**config.mk**
```make
export PLATFORM = sky130hd
export DESIGN_NAME = idx_addr_mod
export DESIGN_NICKNAME = d
export VERILOG_FILES = /design/src/rtl/idxm_pkg.sv /design/src/rtl/idxm_adder.sv /design/src/rtl/idxm_decode.sv /design/src/rtl/idxm_regfile.sv /design/src/rtl/idxm_select.sv /design/src/rtl/idx_addr_mod.sv
export SDC_FILE = /design/constraint.sdc
export NUM_CORES = 1
export LEC_CHECK = 0
export BUFFER_PORTS_ARGS = -buffer_cell sky130_fd_sc_hd__buf_2
export CELL_PAD_IN_SITES_DETAIL_PLACEMENT = 0
export CELL_PAD_IN_SITES_GLOBAL_PLACEMENT = 1
export CORE_AREA = 2 2 156 158
export CTS_CLUSTER_DIAMETER = 200
export DETAILED_ROUTE_END_ITERATION = 10
export DIE_AREA = 0 0 158 160
export PLACE_DENSITY_LB_ADDON = 0.1
export SLEW_MARGIN = 0
export SYNTH_ARGS = -nofsm -noshare
export SYNTH_HDL_FRONTEND = slang
export SYNTH_SLANG_ARGS = --single-unit
```
**constraint.sdc**
```tcl
create_clock -name clk -period 4.35 [get_ports clk]
set_clock_uncertainty 0.1 [all_clocks]
set_input_delay 0.435 -clock clk [delete_from_list [all_inputs] [get_ports clk]]
set_output_delay 0.435 -clock clk [all_outputs]
set_load 0.01 [all_outputs]
```
**src/rtl/idxm_pkg.sv**
```systemverilog
package idxm_pkg;
   typedef enum logic {
      MODE_SINGLE = 1'b0,
      MODE_MULTI  = 1'b1
   } tag_mode_e;

   typedef enum logic {
      OP_LOAD = 1'b0,
      OP_ADD  = 1'b1
   } wr_op_e;
endpackage

```
**src/rtl/idxm_adder.sv**
```systemverilog
module idxm_adder #(
   parameter int W = 15
) (
   input  logic [W-1:0] a,
   input  logic [W-1:0] b,
   input  logic         sub,
   output logic [W-1:0] y
);
   logic [W-1:0] b_eff;
   logic [W-1:0] cin;

   assign b_eff = sub ? ~b : b;
   assign cin   = W'(sub);
   assign y     = a + b_eff + cin;
endmodule

```
**src/rtl/idxm_decode.sv**
```systemverilog
module idxm_decode #(
   parameter int TAG_W  = 3,
   parameter int NUM_XR = 7
) (
   input  logic [TAG_W-1:0] tag,
   input  logic             multi,
   output logic [NUM_XR:1]  mask
);
   for (genvar i = 1; i <= NUM_XR; i++) begin : g_sel
      localparam bit IS_POW2 = ((i & (i - 1)) == 0);
      if (IS_POW2) begin : g_bit
         localparam int BIT_POS = $clog2(i);
         assign mask[i] = multi ? tag[BIT_POS] : (tag == TAG_W'(i));
      end else begin : g_plain
         assign mask[i] = !multi && (tag == TAG_W'(i));
      end
   end
endmodule

```
**src/rtl/idxm_regfile.sv**
```systemverilog
module idxm_regfile #(
   parameter int ADDR_W = 15,
   parameter int NUM_XR = 7
) (
   input  logic                     clk,
   input  logic                     rst_n,
   input  logic                     wr_en,
   input  logic                     wr_add,
   input  logic [NUM_XR:1]          wr_mask,
   input  logic [ADDR_W-1:0]        wr_data,
   output logic [NUM_XR*ADDR_W-1:0] xr_flat
);
   for (genvar i = 1; i <= NUM_XR; i++) begin : g_xr
      logic [ADDR_W-1:0] xr_q;
      logic [ADDR_W-1:0] base;
      logic [ADDR_W-1:0] nxt;

      assign base = wr_add ? xr_q : '0;

      idxm_adder #(.W(ADDR_W)) u_xad (
         .a   (base),
         .b   (wr_data),
         .sub (1'b0),
         .y   (nxt)
      );

      always_ff @(posedge clk) begin
         if (!rst_n)                  xr_q <= '0;
         else if (wr_en && wr_mask[i]) xr_q <= nxt;
      end

      assign xr_flat[(i-1)*ADDR_W +: ADDR_W] = xr_q;
   end
endmodule

```
**src/rtl/idxm_select.sv**
```systemverilog
module idxm_select #(
   parameter int ADDR_W = 15,
   parameter int NUM_XR = 7
) (
   input  logic [NUM_XR*ADDR_W-1:0] xr_flat,
   input  logic [NUM_XR:1]          mask,
   output logic [ADDR_W-1:0]        idx_val
);
   always_comb begin
      idx_val = '0;
      for (int i = 1; i <= NUM_XR; i++) begin
         if (mask[i]) idx_val = idx_val | xr_flat[(i-1)*ADDR_W +: ADDR_W];
      end
   end
endmodule

```
**src/rtl/idx_addr_mod.sv**
```systemverilog
module idx_addr_mod #(
   parameter int ADDR_W = 15,
   parameter int TAG_W  = 3
) (
   input  logic              clk,
   input  logic              rst_n,
   input  logic              mode_wr_en,
   input  logic              mode_wr_val,
   input  logic              xr_wr_en,
   input  logic              xr_wr_add,
   input  logic [TAG_W-1:0]  xr_wr_tag,
   input  logic [ADDR_W-1:0] xr_wr_data,
   input  logic              inst_valid,
   input  logic [ADDR_W-1:0] inst_addr,
   input  logic [TAG_W-1:0]  inst_tag,
   output logic              ea_valid,
   output logic [ADDR_W-1:0] ea
);
   import idxm_pkg::*;

   localparam int NUM_XR = (1 << TAG_W) - 1;

   if (ADDR_W < 2)              $error("idx_addr_mod: ADDR_W must be at least 2");
   if (TAG_W < 1 || TAG_W > 5)  $error("idx_addr_mod: TAG_W must be 1..5");

   tag_mode_e                 mode_q;
   wr_op_e                    wr_op;
   logic [ADDR_W-1:0]         addr_q;
   logic [TAG_W-1:0]          tag_q;
   logic                      ev_q;
   logic [NUM_XR:1]           wr_mask;
   logic [NUM_XR:1]           rd_mask;
   logic [NUM_XR*ADDR_W-1:0]  xr_flat;
   logic [ADDR_W-1:0]         idx_val;

   assign wr_op = wr_op_e'(xr_wr_add);

   always_ff @(posedge clk) begin
      if (!rst_n)          mode_q <= MODE_SINGLE;
      else if (mode_wr_en) mode_q <= tag_mode_e'(mode_wr_val);
   end

   always_ff @(posedge clk) begin
      if (!rst_n) begin
         addr_q <= '0;
         tag_q  <= '0;
         ev_q   <= 1'b0;
      end else begin
         ev_q <= inst_valid;
         if (inst_valid) begin
            addr_q <= inst_addr;
            tag_q  <= inst_tag;
         end
      end
   end

   idxm_decode #(.TAG_W(TAG_W), .NUM_XR(NUM_XR)) u_wr_dec (
      .tag   (xr_wr_tag),
      .multi (mode_q == MODE_MULTI),
      .mask  (wr_mask)
   );

   idxm_decode #(.TAG_W(TAG_W), .NUM_XR(NUM_XR)) u_rd_dec (
      .tag   (tag_q),
      .multi (mode_q == MODE_MULTI),
      .mask  (rd_mask)
   );

   idxm_regfile #(.ADDR_W(ADDR_W), .NUM_XR(NUM_XR)) u_rf (
      .clk     (clk),
      .rst_n   (rst_n),
      .wr_en   (xr_wr_en),
      .wr_add  (wr_op == OP_ADD),
      .wr_mask (wr_mask),
      .wr_data (xr_wr_data),
      .xr_flat (xr_flat)
   );

   idxm_select #(.ADDR_W(ADDR_W), .NUM_XR(NUM_XR)) u_sel (
      .xr_flat (xr_flat),
      .mask    (rd_mask),
      .idx_val (idx_val)
   );

   idxm_adder #(.W(ADDR_W)) u_ea_add (
      .a   (addr_q),
      .b   (idx_val),
      .sub (1'b1),
      .y   (ea)
   );

   assign ea_valid = ev_q;
endmodule

```
==> metrics, run 1 <==
status=finished clean; cells after synthesis=1,413; later-pin clock latency in the skew report=0.43 ns; first-pass GRT wire length=53.9 mm; RePlAce Congestion=0.896; # DRC=0; io pins=59; cell area after layout=12,200 um^2; Final Cycle Share=0.971; Critical Path Sink Type=primary output; row count=57; Hold Fails Final Rpt=0; critical path launch point=tag_q[2]; total CTS buffers=17; vias in the first global route=9,886; post-route ant nets=0; Via density=5.85; Die X=158 um; leakage=5.15 nW; GRT Util Overall=0.273; data required time of the worst path=3.82 ns; Post-synth EDFFs=0; Clock transition at path regs=0.06 ns; setup_tns=0 ns; DR WL/cell=19.2 um; synthesis-stage register bit count=125; Tmin final=4.22 ns; end of the critical path=ea[13]; Yosys Warn Count=0; Worst R2R Setup Slack=1.22 ns; ANT cells=0; Area Overhead vs Synth=11.8%; First DRT Iteration DRCs=799; Worst Hold Class=in2reg; detailed-route via count=10,500; setup ws final=0.128 ns; Synth async-reset ratio=0; maxcap violations=0; Seq/Total Area, Yosys=0.228; Die Area=25,300 um^2; Most used DFF post-synth=dfxtp_1; worst reg-to-reg path cell count=12; type of origin of the critical path=register; CTS Sinks=125; Setup Slack @ Placement=0.363 ns; Worst Max-Slew Pin Slew=1.18 ns; Arrival @ worst endpoint=3.69 ns; reg2reg start=u_rf.g_xr[1].xr_q[0]; placed cell areas=11,600 um^2; commonest non-fill, non-tap cell in the layout=nand2_1; CTS Root Buffer Type=clkbuf_16; Syn Area/Cell=7.75 um^2; Pre-antenna DRT Iters=6; CTS tree=done; PortBufs=58; initial antenna violation count=0; Worst slew margin=0.208; Initial Util=0.460; Syn Nets=1,576; share of cells above drive strength 1=0.101; PwrDens=277 nW/um^2; nets=1,615; Routed Wire Length=34.3 mm; largest net degree at the start of global routing=83; core area=23,800 um^2; r2r endpoint=u_rf.g_xr[1].xr_q[14]; Hold-fix buffers, CTS=0; Final Slew Violations=0; final setup violation count=0; grt total ovfl=0; cell area after synthesis=11,000 um^2; Die Y=160 um; maximum VDD drop=0.216 mV; fmax=237 MHz; Longest Clk Path Bufs=2; Final HPWL DP=25.6 mm; most frequent cells in the layout=nand2_1, a21oi_1, dfxtp_1; Max Fanout on Critical Path=12; path type of the worst setup path=reg2out; count of cell types in the netlist=79; htree depth=4
metal layers:
metal	global-route usage	up-vias	part of all wire
met5	0	-	0
met4	0.0733	0	0.022
met3	0.0404	44	0.039
met2	0.458	230	0.47
met1	0.366	4932	0.47
li1	-	5253	-
repair_timing:
action	4_1_cts	5_1_grt
pin swaps	2	11
endpoints found under the setup margin	2	2
resized for setup	5	9
buffers inserted	0	4
hold endpoints to repair	0	0
cell type report:
class | instances | area [um^2]
clock inverters | 14 | 169
flip-flops and latches | 125 | 2510
multi-input cells | 1179 | 8070
repair buffers | 84 | 485
well taps | 324 | 405
clock buffers | 18 | 439
fillers | 2387 | 11600
inverters | 45 | 171
cell families (layout without fill, tap and decap cells):
group | Yosys count | count (layout) | share of synthesized area
AOI/OAI and AO/OA | 392 | 392 | 0.239
xor gates and xnor gates | 65 | 65 | 0.0520
adders and majority gates | 120 | 120 | 0.143
buffers and inverters | 109 | 161 | 0.0407
DFF | 125 | 125 | 0.228
muxes | 39 | 39 | 0.0362
and+or+nand+nor | 563 | 563 | 0.261
through the flow:
step / utilization / std cells / total power [W] / hold slack (ns)
after detailed placement: 0.485 / 1753 / 0.00189 / 0.359
after global routing: 0.514 / 1789 / 0.00354 / 0.148
after CTS: 0.512 / 1785 / 0.00340 / 0.138
after floorplan: - / 1413 / 0.00168 / 0.337
after global placement: 0.485 / 1753 / 0.00188 / 0.353
final: 0.514 / 1789 / 0.00339 / 0.149
synthesized netlist by cell type, drive strengths merged (26+ instances only):
cell	number	area (um^2)
ha	112	1400
o21ai	49	245
or3	26	168
nor2	96	360
nor3	32	165
xnor2	45	394
and2	102	641
mux2i	34	340
dfxtp	125	2500
a21o	29	219
nand2	158	593
clkbuf	58	238
a22oi	30	225
inv	45	169
nand3	49	245
and3	26	163
a21oi	130	654
how the worst min path moves through the flow:
stage                           from                    end  slack, ns  cells past startpoint
2_1_floorplan   u_rf.g_xr[1].xr_q[4]   u_rf.g_xr[1].xr_q[4]       0.34                      2
3_3_place_gp    u_rf.g_xr[1].xr_q[5]   u_rf.g_xr[1].xr_q[5]       0.35                      2
3_5_place_dp   u_rf.g_xr[7].xr_q[10]  u_rf.g_xr[7].xr_q[10]       0.36                      2
4_1_cts                inst_addr[10]             addr_q[10]       0.14                      3
5_1_grt                 inst_addr[0]              addr_q[0]       0.15                      3
6_report               inst_addr[14]             addr_q[14]       0.15                      3
power by group:
part           total [W]  internal [W]  switching, W
Clock            0.00151      0.000918      0.000591
Sequential       0.00123       0.00118     0.0000430
Combinational   0.000657      0.000264      0.000393
Total            0.00339       0.00237       0.00103
sequential cells by signal, indices dropped and copies added, names as in the netlist:
name,cells
addr_q,15
mode_q,1
tag_q,3
ea_valid,1
u_rf.g_xr.xr_q,105
worst max-delay path: stages (launching register included):
cell	delay (ns)
dfxtp_4	0.38
nor2_1	0.05
o21a_1	0.21
buf_4	0.20
a222oi_1	0.55
and3_1	0.28
ha_1	0.27
a21boi_1	0.15
o21ai_1	0.13
nand2b_1	0.15
a221oi_2	0.35
nor2_1	0.11
o311ai_1	0.25
buf_2	0.18
Power figures use the tool's default switching activity.
==> inputs of run 2 (changes only) <==
--- a/config.mk
+++ b/config.mk
@@ -9,9 +9,9 @@
 export CELL_PAD_IN_SITES_DETAIL_PLACEMENT = 0
 export CELL_PAD_IN_SITES_GLOBAL_PLACEMENT = 1
-export CORE_AREA = 2 2 156 158
+export CORE_AREA = 2 2 163 165
 export CTS_CLUSTER_DIAMETER = 200
 export DETAILED_ROUTE_END_ITERATION = 10
-export DIE_AREA = 0 0 158 160
-export PLACE_DENSITY_LB_ADDON = 0.1
+export DIE_AREA = 0 0 165 167
+export PLACE_DENSITY = 0.8
 export SLEW_MARGIN = 0
 export SYNTH_ARGS = -nofsm -noshare
==> constraint.sdc (replaced) <==
create_clock -name clk -period 3.8 [get_ports clk]
set_clock_uncertainty 0.1 [all_clocks]
set_input_delay 0.19 -clock clk [delete_from_list [all_inputs] [get_ports clk]]
set_output_delay 0.19 -clock clk [all_outputs]
set_load 0.01 [all_outputs]
==> run 2 against run 1 <==
Effect of this change:
- the flow now finishes with violations (negative setup slack)
- non-clock buffer count increased by 26
- worst hold slack improved by 0.029 ns
- sequential share of layout area decreased by 0.50 points
- sequential power increased by 15%
- die area increased by 9.0%
- critical path type unchanged
==> metrics, run 2 (same netlist as run 1, synthesis figures left out) <==
Worst Max-Slew Pin Slew=1.19 ns (+0.0117 ns); most frequent cells in the layout=nand2_1, a21oi_1, dfxtp_1; leakage=5.26 nW (+2.2%); maximum VDD drop=0.268 mV (+24%); Worst Hold Launch=xr_wr_data[14]; r2r endpoint=u_rf.g_xr[4].xr_q[14]; type of origin of the critical path=register; vias in the first global route=10,300 (+3.7%); PwrDens=305 nW/um^2 (+10%); Initial Util=0.425 (-0.0347); Biggest register=u_rf.g_xr.xr_q; Worst Hold Class=in2reg; post-route ant nets=0 (unchanged); CTS Sinks=125 (unchanged); Routed Wire Length=34.2 mm (-0.37%); Via density=5.79 (-1.0%); Hold EP=u_rf.g_xr[3].xr_q[14]; final setup violation count=3 (+3); io pins=59 (unchanged); data required time of the worst path=3.51 ns (-0.31 ns); Global Route met2 Usage=0.422 (-0.0358); GR Layer Usage met3=0.0361 (-0.00432); CTS tree=done; hold path cells=4 (+1); status=finished with violations; initial antenna violation count=1 (+1); CTS Root Buffer Type=clkbuf_16; Die Area=27,600 um^2 (+9.0%); Max Fanout on Critical Path=5 (-7); core area=25,800 um^2 (+8.2%); Worst slew margin=0.200 (-0.00782); detailed-route via count=10,600 (+1.1%); Pre-antenna DRT Iters=5 (-1); htree depth=4 (unchanged); path type of the worst setup path=reg2out; GRT Util Overall=0.250 (-0.0230); Die Y=167 um (+4.4%); share of cells above drive strength 1=0.112 (+0.0110); worst reg-to-reg path cell count=12 (unchanged); cell area after layout=12,600 um^2 (+2.6%); Arrival @ worst endpoint=3.58 ns (-0.11 ns); Final HPWL DP=25.1 mm (-1.8%); commonest non-fill, non-tap cell in the layout=nand2_1; Worst R2R Setup Slack=0.77 ns (-0.45 ns); Hold WS=0.178 ns (+0.0289 ns); largest net degree at the start of global routing=86 (+3.6%); DR WL/cell=18.7 um (-2.4%); Longest Clk Path Bufs=2 (unchanged); later-pin clock latency in the skew report=0.43 ns (about the same); row count=59 (+3.5%); First DRT Iteration DRCs=711 (-11%); top flop regs=u_rf.g_xr.xr_q (105), addr_q (15), tag_q (3); failing checks=negative setup slack; fmax=258 MHz; Clock transition at path regs=0.06 ns (about the same); nets=1,641 (+1.6%); Critical Path Sink Type=primary output; met1 Usage GRT=0.333 (-0.0333); maxcap violations=0 (unchanged); critical path launch point=tag_q[1]; number of flip-flops in the largest register=105 (unchanged); GRT Max-Usage Layer=met2; Final Slew Violations=0 (unchanged); placed cell areas=11,600 um^2 (about the same); reg2reg start=u_rf.g_xr[4].xr_q[0]; setup ws final=-0.0737 ns (-0.202 ns); RePlAce Congestion=0.886 (-1.1%); Hold Fails Final Rpt=0 (unchanged); grt total ovfl=0 (unchanged); RSZ-0062 raised after global routing=true; # DRC=0 (unchanged); PortBufs=58 (unchanged); Setup Slack @ Placement=0.0449 ns (-0.318 ns); Final Cycle Share=1.02; Area Overhead vs Synth=14.8%; setup_tns=-0.0944 ns (-0.0944 ns); first-pass GRT wire length=54.1 mm (+0.38%); Die X=165 um (+4.4%); total CTS buffers=17 (unchanged); Tmin final=3.87 ns
==> run 2: cell count changes in the layout (fill, tap and decap cells not counted), sizes merged <==
cell	before	now
buf	84	90
clkinvlp	2	4
clkinv	8	6
diode	0	1
clkbuf	18	20
bufinv	3	2
inv	46	45
dlygate4sd3	0	20
==> run 2: power breakdown <==
part	switching (W)	total [W]	internal, W
sequential	0.0000498	0.00141	0.00136
combinational	0.000460	0.000791	0.000331
clock	0.000652	0.00164	0.000992
total	0.00116	0.00384	0.00268
==> run 2: area by class of cell <==
type / count / area (um^2)
well taps: 335 / 419
repair buffers: 110 / 751
flip-flops and latches: 125 / 2520
fillers: 2552 / 13200
diodes: 1 / 2.50
inverters: 45 / 171
multi-input cells: 1179 / 8140
clock inverters: 12 / 120
clock buffers: 20 / 457
==> run 2: metrics by stage <==
| step | power, W | cells | util |
|---|---|---|---|
| after floorplan | 0.00192 | 1413 | - |
| after global placement | 0.00215 | 1762 | 0.449 |
| after detailed placement | 0.00216 | 1762 | 0.449 |
| after CTS | 0.00384 | 1823 | 0.486 |
| after global routing | 0.00401 | 1826 | 0.488 |
| final | 0.00384 | 1827 | 0.488 |
==> run 2: repair_timing <==
action | in CTS | in global routing
gates resized for setup | 23 | 9
hold buffers | 20 | 0
pin swaps | 22 | 7
setup endpoints to repair | 7 | 6
setup buffers | 9 | 3
endpoints found under the hold margin | 19 | 0
==> run 2: worst max path at each step <==
stage	slack, ns	cells past startpoint	endpoint
after global placement	0.17	16	ea[14]
after global routing	-0.23	16	ea[14]
after CTS	-0.01	16	ea[14]
final	-0.07	16	ea[14]
after floorplan	0.11	16	ea[14]
after detailed placement	0.04	15	ea[14]
==> run 2: per-layer routing <==
layer / part of all wire / wire length, um / up-vias
met5: 0 / 0 / -
met4: 0.020 / 699 / 0
met3: 0.044 / 1500 / 42
met2: 0.47 / 16000 / 244
met1: 0.47 / 15900 / 4985
li1: - / - / 5299
==> run 2: critical path, stage by stage, from the launching register on <==
cell	delay, ns
dfxtp_4	0.37
nor2_2	0.04
o21a_2	0.24
a222oi_1	0.53
nand3_1	0.21
ha_2	0.23
inv_2	0.05
fa_2	0.20
a21o_1	0.14
a21oi_2	0.07
o21bai_2	0.16
a31oi_2	0.14
o211ai_1	0.25
a31o_1	0.20
a21oi_2	0.06
xnor2_1	0.12
buf_2	0.14
